File: src/rtl/uart_rx_pkg.sv
`timescale 1ns/1ps
package uart_rx_pkg;
  localparam int ERR_W          = 8;
  localparam int ERR_FRAME_BIT  = 6;
  localparam int ERR_PARITY_BIT = 7;

  typedef enum logic {
    RX_IDLE = 1'b0,
    RX_BUSY = 1'b1
  } rx_state_e;

  typedef struct packed {
    logic en;
    logic odd;
  } par_cfg_t;
endpackage

File: src/rtl/rx_sync_edge.sv
`timescale 1ns/1ps
module rx_sync_edge #(
  parameter int STAGES = 2
) (
  input  logic clk,
  input  logic rst,
  input  logic rx_i,
  input  logic arm_i,
  output logic line_o,
  output logic fall_o
);
  logic [STAGES-1:0] chain;
  logic              prev;

  always_ff @(posedge clk) begin
    if (rst) begin
      chain <= '1;
      prev  <= 1'b1;
    end else begin
      chain <= {chain[STAGES-2:0], rx_i};
      prev  <= chain[STAGES-1];
    end
  end

  assign line_o = chain[STAGES-1];
  assign fall_o = arm_i & prev & ~chain[STAGES-1];
endmodule

File: src/rtl/rx_bit_timer.sv
`timescale 1ns/1ps
module rx_bit_timer #(
  parameter int PER_W = 16
) (
  input  logic             clk,
  input  logic             rst,
  input  logic             start_i,
  input  logic             stop_i,
  input  logic [PER_W-1:0] period_i,
  output logic             tick_o
);
  localparam int CW = PER_W + 1;

  logic [CW-1:0] cnt;
  logic          run;
  logic [CW-1:0] first_wait;
  logic [CW-1:0] next_wait;

  assign first_wait = CW'(period_i) + CW'(period_i >> 1) - CW'(1);
  assign next_wait  = CW'(period_i) - CW'(1);
  assign tick_o     = run & (cnt == '0);

  always_ff @(posedge clk) begin
    if (rst) begin
      run <= 1'b0;
      cnt <= '0;
    end else if (start_i) begin
      run <= 1'b1;
      cnt <= first_wait;
    end else if (stop_i) begin
      run <= 1'b0;
      cnt <= '0;
    end else if (run) begin
      if (cnt == '0) cnt <= next_wait;
      else           cnt <= cnt - CW'(1);
    end
  end
endmodule

File: src/rtl/rx_frame_core.sv
`timescale 1ns/1ps
module rx_frame_core
  import uart_rx_pkg::*;
#(
  parameter int SHREG_W = 24,
  parameter int WLEN_W  = $clog2(SHREG_W)
) (
  input  logic               clk,
  input  logic               rst,
  input  logic               start_i,
  input  logic               tick_i,
  input  logic               sample_i,
  input  logic [WLEN_W-1:0]  word_len_i,
  input  logic               par_en_i,
  input  logic               par_odd_i,
  output logic               busy_o,
  output logic               done_o,
  output logic [SHREG_W-1:0] data_o,
  output logic [ERR_W-1:0]   err_o,
  output logic               ready_o,
  output logic               dma_o
);
  localparam int CNT_W = $clog2(SHREG_W + 1);

  rx_state_e          state;
  logic [CNT_W-1:0]   bits_left;
  logic [SHREG_W-1:0] shreg;
  logic               ones_odd;
  par_cfg_t           cfg;
  logic [WLEN_W-1:0]  wlen_q;

  logic [SHREG_W-1:0] aligned;
  logic [SHREG_W-1:0] justified;
  logic [CNT_W-1:0]   shamt;
  logic [ERR_W-1:0]   err_next;
  logic               at_stop;

  assign busy_o  = (state == RX_BUSY);
  assign at_stop = busy_o & tick_i & (bits_left == '0);
  assign done_o  = at_stop;

  // Data alignment at stop time: drop the parity bit, or shift once more
  always_comb begin
    if (cfg.en) aligned = {1'b0, shreg[SHREG_W-2:0]};
    else        aligned = {1'b0, shreg[SHREG_W-1:1]};
    shamt     = CNT_W'(SHREG_W - 1) - CNT_W'(wlen_q);
    justified = aligned >> shamt;
  end

  always_comb begin
    err_next                 = '0;
    err_next[ERR_FRAME_BIT]  = ~sample_i;
    err_next[ERR_PARITY_BIT] = cfg.en & (ones_odd ^ cfg.odd);
  end

  always_ff @(posedge clk) begin
    if (rst) begin
      state     <= RX_IDLE;
      bits_left <= '0;
      shreg     <= '0;
      ones_odd  <= 1'b0;
      cfg       <= '0;
      wlen_q    <= '0;
      data_o    <= '0;
      err_o     <= '0;
      ready_o   <= 1'b0;
      dma_o     <= 1'b0;
    end else begin
      ready_o <= 1'b0;
      dma_o   <= 1'b0;
      case (state)
        RX_IDLE: begin
          if (start_i) begin
            state     <= RX_BUSY;
            ones_odd  <= 1'b0;
            bits_left <= CNT_W'(word_len_i) + CNT_W'(par_en_i);
            cfg       <= '{en: par_en_i, odd: par_odd_i};
            wlen_q    <= word_len_i;
          end
        end
        RX_BUSY: begin
          if (tick_i) begin
            if (bits_left == '0) begin
              state   <= RX_IDLE;
              data_o  <= justified;
              err_o   <= err_next;
              ready_o <= 1'b1;
              dma_o   <= 1'b1;
            end else begin
              shreg     <= {sample_i, shreg[SHREG_W-1:1]};
              ones_odd  <= ones_odd ^ sample_i;
              bits_left <= bits_left - CNT_W'(1);
            end
          end
        end
        default: state <= RX_IDLE;
      endcase
    end
  end
endmodule

File: src/rtl/uart_midbit_rx.sv
`timescale 1ns/1ps
module uart_midbit_rx
  import uart_rx_pkg::*;
#(
  parameter int  SHREG_W     = 24,
  parameter int  PER_W       = 16,
  parameter int  SYNC_STAGES = 2,
  localparam int WLEN_W      = $clog2(SHREG_W)
) (
  input  logic               clk,
  input  logic               rst,
  input  logic               rx_i,
  input  logic [PER_W-1:0]   bit_period_i,
  input  logic [WLEN_W-1:0]  word_len_i,
  input  logic               par_en_i,
  input  logic               par_odd_i,
  output logic [SHREG_W-1:0] rx_data_o,
  output logic [ERR_W-1:0]   err_word_o,
  output logic               data_ready_o,
  output logic               dma_req_o
);
  logic line;
  logic fall;
  logic busy;
  logic done;
  logic tick;

  rx_sync_edge #(.STAGES(SYNC_STAGES)) i_edge (
    .clk    (clk),
    .rst    (rst),
    .rx_i   (rx_i),
    .arm_i  (~busy),
    .line_o (line),
    .fall_o (fall)
  );

  rx_bit_timer #(.PER_W(PER_W)) i_timer (
    .clk      (clk),
    .rst      (rst),
    .start_i  (fall),
    .stop_i   (done),
    .period_i (bit_period_i),
    .tick_o   (tick)
  );

  rx_frame_core #(.SHREG_W(SHREG_W), .WLEN_W(WLEN_W)) i_core (
    .clk        (clk),
    .rst        (rst),
    .start_i    (fall),
    .tick_i     (tick),
    .sample_i   (line),
    .word_len_i (word_len_i),
    .par_en_i   (par_en_i),
    .par_odd_i  (par_odd_i),
    .busy_o     (busy),
    .done_o     (done),
    .data_o     (rx_data_o),
    .err_o      (err_word_o),
    .ready_o    (data_ready_o),
    .dma_o      (dma_req_o)
  );
endmodule

File: config.mk
export PLATFORM = sky130hd
export DESIGN_NAME = uart_midbit_rx
export DESIGN_NICKNAME = d
export VERILOG_FILES = /design/src/rtl/uart_rx_pkg.sv /design/src/rtl/rx_sync_edge.sv /design/src/rtl/rx_bit_timer.sv /design/src/rtl/rx_frame_core.sv /design/src/rtl/uart_midbit_rx.sv
export SDC_FILE = /design/constraint.sdc
export NUM_CORES = 1
export LEC_CHECK = 0
export ABC_CLOCK_PERIOD_IN_PS = 3100
export BUFFER_PORTS_ARGS = -buffer_cell sky130_fd_sc_hd__buf_2
export CAP_MARGIN = 10
export CORE_MARGIN = 5
export CORE_UTILIZATION = 39
export DETAILED_ROUTE_END_ITERATION = 12
export PLACE_DENSITY_LB_ADDON = 0.1
export SLEW_MARGIN = 30
export SYNTH_ARGS = -nofsm -noshare
export SYNTH_HDL_FRONTEND = slang
export SYNTH_SLANG_ARGS = --single-unit
File: constraint.sdc
create_clock -name clk -period 3.1 [get_ports clk]
set_clock_uncertainty 0.2 [all_clocks]
set_input_delay 0.155 -clock clk [delete_from_list [all_inputs] [get_ports clk]]
set_output_delay 0.155 -clock clk [all_outputs]
set_load 0.01 [all_outputs]
After elaboration in Yosys (flattened, before gate mapping)
Index checks and enable logic that the tools add are counted.

Register bits after elaboration: 86. Input bits: 26. Output and inout bits: 34. Word-level logic and storage cells: 66.

Reduce and logical (&&, ||, !) cells: 9. Shift-type cells: 1. Bitwise operators: 12. Equality and inequality tests: 3. Multiplexer cells: 20. $add $sub $neg: 7.

Operators by type and width (number): 17-bit two-way mux (4); 17-bit by 1-bit subtractor with 17-bit output, second input constant (2); 24-bit by 5-bit right shift with 24-bit output (1); 23-bit two-way mux (1); 16-bit by 15-bit adder with 17-bit output (1); 17-bit zero test (1); 16-bit by 1-bit subtractor with 17-bit output, second input constant (1); 5-bit two-way mux (3); 5-bit case mux with 2 select lines (1); 1-bit two-way mux (9); 3-bit AND reduction (3); 1-bit bitwise AND (6); 5-bit by 1-bit adder with 5-bit output (1); 5-bit zero test (1); 5-bit by 1-bit subtractor with 5-bit output, second input constant (1); 5-bit subtractor, first input constant (1); 2-bit inequality test, second input constant (2); 1-bit NOT (4); 1-bit case mux with 2 select lines (2); 3-bit nonzero test (1); 3-bit OR reduction (1); 2-bit by 1-bit inequality test with 1-bit output, second input constant (1); 2-bit AND reduction (1); 2-bit nonzero test (1); 1-bit XOR (2).

Logic depth before layout (Yosys ltp)
Depth after elaboration: 6. Gate-level depth with buffers: 14. Depth with buffers taken out: 14.

Hierarchy
From an unflattened synthesis, not the netlist that was laid out.

Cell total of the unflattened synthesis: 782. Area, all modules: 6282.3 µm².

Modules (own cells, without submodules): rx_frame_core (sequential area each 1281.2 µm², instances 1, area each 3769.9 µm², cells each 442); rx_bit_timer (sequential area each 360.3 µm², instances 1, area each 2421.1 µm², cells each 332); rx_sync_edge (sequential area each 60.1 µm², instances 1, area each 87.6 µm², cells each 7); uart_midbit_rx (sequential area each 0.0 µm², instances 1, area each 3.8 µm², cells each 1).

Least setup slack after synthesis
No wires, ideal clock.

Path kind: reg-to-reg. Start point: register i_timer.cnt[6]. End point: register i_timer.cnt[16]. Path buffers: 1. Cell stages (with the launch flop): 13. Path slack: 0.182 ns. Arrival: 2.644 ns. Setup time: 0.074 ns. Cells stage by stage: dfxtp_1 -> or3_1 -> nor2_1 -> clkbuf_1 -> a21oi_1 -> ha_1 -> nor3b_1 -> nand4b_1 -> nor4_1 -> o211ai_1 -> mux2i_1 -> a21o_1 -> a31oi_1.

Word-level cells in the longest chain between the ends: 6.

RTL lines: start: declaration (line rx_bit_timer.sv:14) `logic [CW-1:0] cnt;`; start signal: assignment (line rx_bit_timer.sv:29) `cnt <= first_wait;`; start signal: assignment (line rx_bit_timer.sv:34) `if (cnt == '0) cnt <= next_wait;`; start signal: assignment (line rx_bit_timer.sv:35) `else cnt <= cnt - CW'(1);`; branches (longest 6 deep; another with 17-bit by 1-bit subtractor with 17-bit output).

Several ways; the timed one is not identified. The select of a mux whose other input is x is not followed. A chain may end at the register's enable or synchronous reset.

Worst setup path in the final report
Start point: register i_timer.cnt[13]. End point: register i_timer.cnt[10].

Word-level cells in the longest chain between the ends: 6.

RTL lines: 17-bit zero test * (line rx_bit_timer.sv:21, rx_bit_timer.sv:34); 1-bit bitwise AND (line rx_bit_timer.sv:21) `assign tick_o = run & (cnt == '0);`; 1-bit bitwise AND (2 in series) (line rx_frame_core.sv:39) `assign at_stop = busy_o & tick_i & (bits_left == '0);`; 17-bit two-way mux (line rx_bit_timer.sv:30) `end else if (stop_i) begin`; 17-bit two-way mux (line rx_bit_timer.sv:27) `end else if (start_i) begin`.

Every way passes the cells marked *; elsewhere a longest branch is shown, timed or not. The select of a mux whose other input is x is not followed.

==> run_results.csv <==
group,metric,value,unit
hold_path,min_path_type,"input port to flip-flop",
routing,m1WireLength,7.48,mm
synth,ys.flop_type,"dfxtp_1",
setup_path,worstPathArrival,2.98,ns
die,core_area,15300,um2
synth,synth_mux_area_frac,0.0900,
timing,finalCritPeriodShare,0.939,
cts,htreeDepth,3,
routing,drt_iter0_drc,385,
cts,tritoncts,"built",
routing,dr.pass1.iters,4,
synth,synth_warnings,0,
routing,met2_length,8.79,mm
hold_path,hp-start,"rst",
synth,yosysSeqAreaShare,0.277,
finish,finish.instance_area,7210,um2
routing,drc,0,
power,internal-power,2470,uW
power,p_comb_frac,0.292,
place,gp_congestion,0.943,
synth,yosysUniqueCellTypes,72,
synth,synth_edf_count,0,
timing,hold_viol,0,
synth,synth_simple_gate_area_frac,0.227,
synth,synthAdderAreaFrac,0.0778,
timing,worstMarginPinSlew,0.673,ns
die,dieArea,18400,um2
routing,wl_per_cell,15.8,um
timing,slew_viol_final,0,
setup_path,path_cells,"nor3_2 > nand4_2 > nor2_1 > a21oi_1 > ha_1 > nor3b_2 > nand4b_1 > or3_1 > a211oi_1 > a31o_2 > a31oi_1 > a211oi_1",
outcome,status,"finished clean",
cts,clockRootBuffer,"clkbuf_16",
synth,synth_cells,808,
routing,vias,5931,
grt,grt_first_pass_wirelength,27.9,mm
timing,finalWorstPathRequiredPeriod,2.91,ns
grt,grt_max_degree,38,
setup_path,startpoint_type,"flip-flop",
synth,synth_xor_area_frac,0.0256,
routing,wl_met3,527,um
place,dp_hpwl,12.9,mm
cts,clockBufferDepth,2,
setup_path,regToRegSetupSlack,0.19,ns
synth,synth_async_sr_flop_share,0,
setup_path,worst_path_max_delay_cell,"dfxtp_1",
grt,grt_usage,0.187,
power,p_leak,0.00283,uW
synth,syn_area_per_cell,7.61,um2
setup_path,crit_buf_inv,0,
timing,setup-tns-final,0,ns
setup_path,path_max_fanout,6,
die,rows,45,
power,power,3570,uW
finish,fin_nets,929,
die,die_x,136,um
cts,cts_made_buffers,9,
routing,drt-total-wl,17.1,mm
cts,cts_setup_buffers,0,
cts,clk_pin_slew,0.07,ns
place,io_buffer_count,52,
routing,highest-signal-layer,"met4",
grt,gr-total-overflow,0,
synth,synth-compound-area-share,0.228,
place,placed_area,6730,um2
grt,grt_pass1_vias,5717,
cts,clkLatencyLatePin,0.35,ns
routing,vias_per_cell,5.48,
cts,clock_sinks,85,
finish,area_delta_synth_final,17.3,%
power,powerDensity,496,nW/um2
finish,most-common-layout-cells,"nand2_1, dfxtp_1, a21oi_1",
synth,synth_area,6150,um2
finish,drive_gt1_frac,0.157,
synth,postSynthRegisterBits,85,
setup_path,timing.rr.start,"i_timer.cnt[13]$_SDFFE_PP0P_",
setup_path,critical_path_class,"flip-flop to flip-flop",
die,start_util,0.401,
grt,grt_antenna_before_repair,0,
power,switching_share,0.309,
synth,synth_top_family_by_area,"compound AO/OA/AOI/OAI gates",
setup_path,critical_path_required,3.17,ns
finish,antenna_cells,0,
timing,max_clock_freq,0.344,GHz
setup_path,cp_common_cell,"a211oi_1",
setup_path,max_stage_delay,0.43,ns
routing,final_antenna_net_count,0,
power,power.share.clock,0.378,
die,die_h,136,um
die,ios,60,
job,cap_violations,0,
power,power_frac_seq,0.330,
timing,whs,0.0372,ns
setup_path,path_delay_family,"simple AND/OR/NAND/NOR gates",
power,peakVddDrop,264,uV
timing,slew_headroom,0.551,
power,power_switching,1100,uW
setup_path,critPathLaunch,"i_timer.cnt[13]$_SDFFE_PP0P_",
setup_path,endpoint_kind,"flip-flop",
finish,final_common_cell,"nand2_1",
timing,finalSetupViolations,0,
## cell usage after synthesis (5+ instances only)
master / instances / share of area
a21o_1: 5 / 0.0061
buf_1: 5 / 0.0031
ha_1: 35 / 0.071
nand3_1: 15 / 0.012
nor4_1: 6 / 0.0061
mux2i_1: 44 / 0.072
nand2b_1: 12 / 0.012
mux2_2: 5 / 0.0092
a31oi_1: 10 / 0.010
nand4_1: 6 / 0.0061
nor3_1: 27 / 0.022
o21ai_1: 5 / 0.0041
xor2_1: 8 / 0.011
clkbuf_1: 28 / 0.017
buf_2: 13 / 0.011
o221ai_1: 13 / 0.019
inv_1: 52 / 0.032
or3_1: 21 / 0.021
nor2_1: 72 / 0.044
a211oi_1: 17 / 0.021
a22oi_1: 6 / 0.0073
buf_4: 8 / 0.0098
nand2_1: 97 / 0.059
xnor2_1: 10 / 0.014
o21ai_0: 36 / 0.029
dfxtp_1: 85 / 0.28
a21oi_1: 81 / 0.066
## power groups by stage
stage                     clock network [uW]  logic (uW)  registers, uW
after floorplan                            0         730           1190
after global placement                     0        1010           1200
after detailed placement                   0        1010           1200
after CTS                               1380        1030           1180
after global routing                    1420        1150           1180
final                                   1350        1040           1180
## through the flow
step | std cells | setup WS, ns | util
detailed placement | 1057 | 0.0352 | 0.439
finish | 1082 | 0.189 | 0.471
global route | 1082 | -0.000161 | 0.471
floorplan | 814 | 0.182 | -
CTS | 1082 | 0.118 | 0.470
global placement | 1057 | 0.123 | 0.439
## sequential cells by signal, summed over array words and instances (netlist names)
name,cells
i_core.shreg,24
i_core.data_o,23
i_timer.cnt,17
i_core.bits_left,5
i_core.wlen_q,5
i_core.cfg,2
i_core.err_o,2
i_edge.chain,2
i_core.busy_o,1
i_core.ones_odd,1
i_core.ready_o,1
i_edge.prev,1
i_timer.run,1
## cell type report
cell class	instances	area (um2)
clock buffer	10	239
clock inverter	6	134
fill	1558	8110
inverter	52	195
multi-input combinational	622	4040
sequential	85	1700
tap	211	264
timing repair buffer	96	638
## routing by layer
metal  up-vias  global-route usage
li1       3001                   -
met1      2788               0.224
met2       120               0.337
met3        22              0.0327
met4         0              0.0644
met5         -                   0
## logic make-up after synthesis
kind of cell,after synthesis
and+or+nand+nor,289
xor gates and xnor gates,18
other,1
adders and majority gates,37
muxes,52
AOI/OAI and AO/OA,219
DFF,85
buffers and inverters,107
## path summary, 6_finish.rpt
kind | end | cells past startpoint
max | i_timer.cnt[10]$_SDFFE_PP0P_ | 12
min | i_timer.cnt[13]$_SDFFE_PP0P_ | 2
max reg2reg | i_timer.cnt[10]$_SDFFE_PP0P_ | 12
min reg2reg | i_edge.chain[1]$_SDFF_PP1_ | 1
## repair_timing
item                       CTS  global route
resized for setup            0             3
hold buffers                 9             0
setup endpoints to repair    0             6
hold endpoints to repair     9             0
No activity file was read; power rests on OpenSTA's default activity.
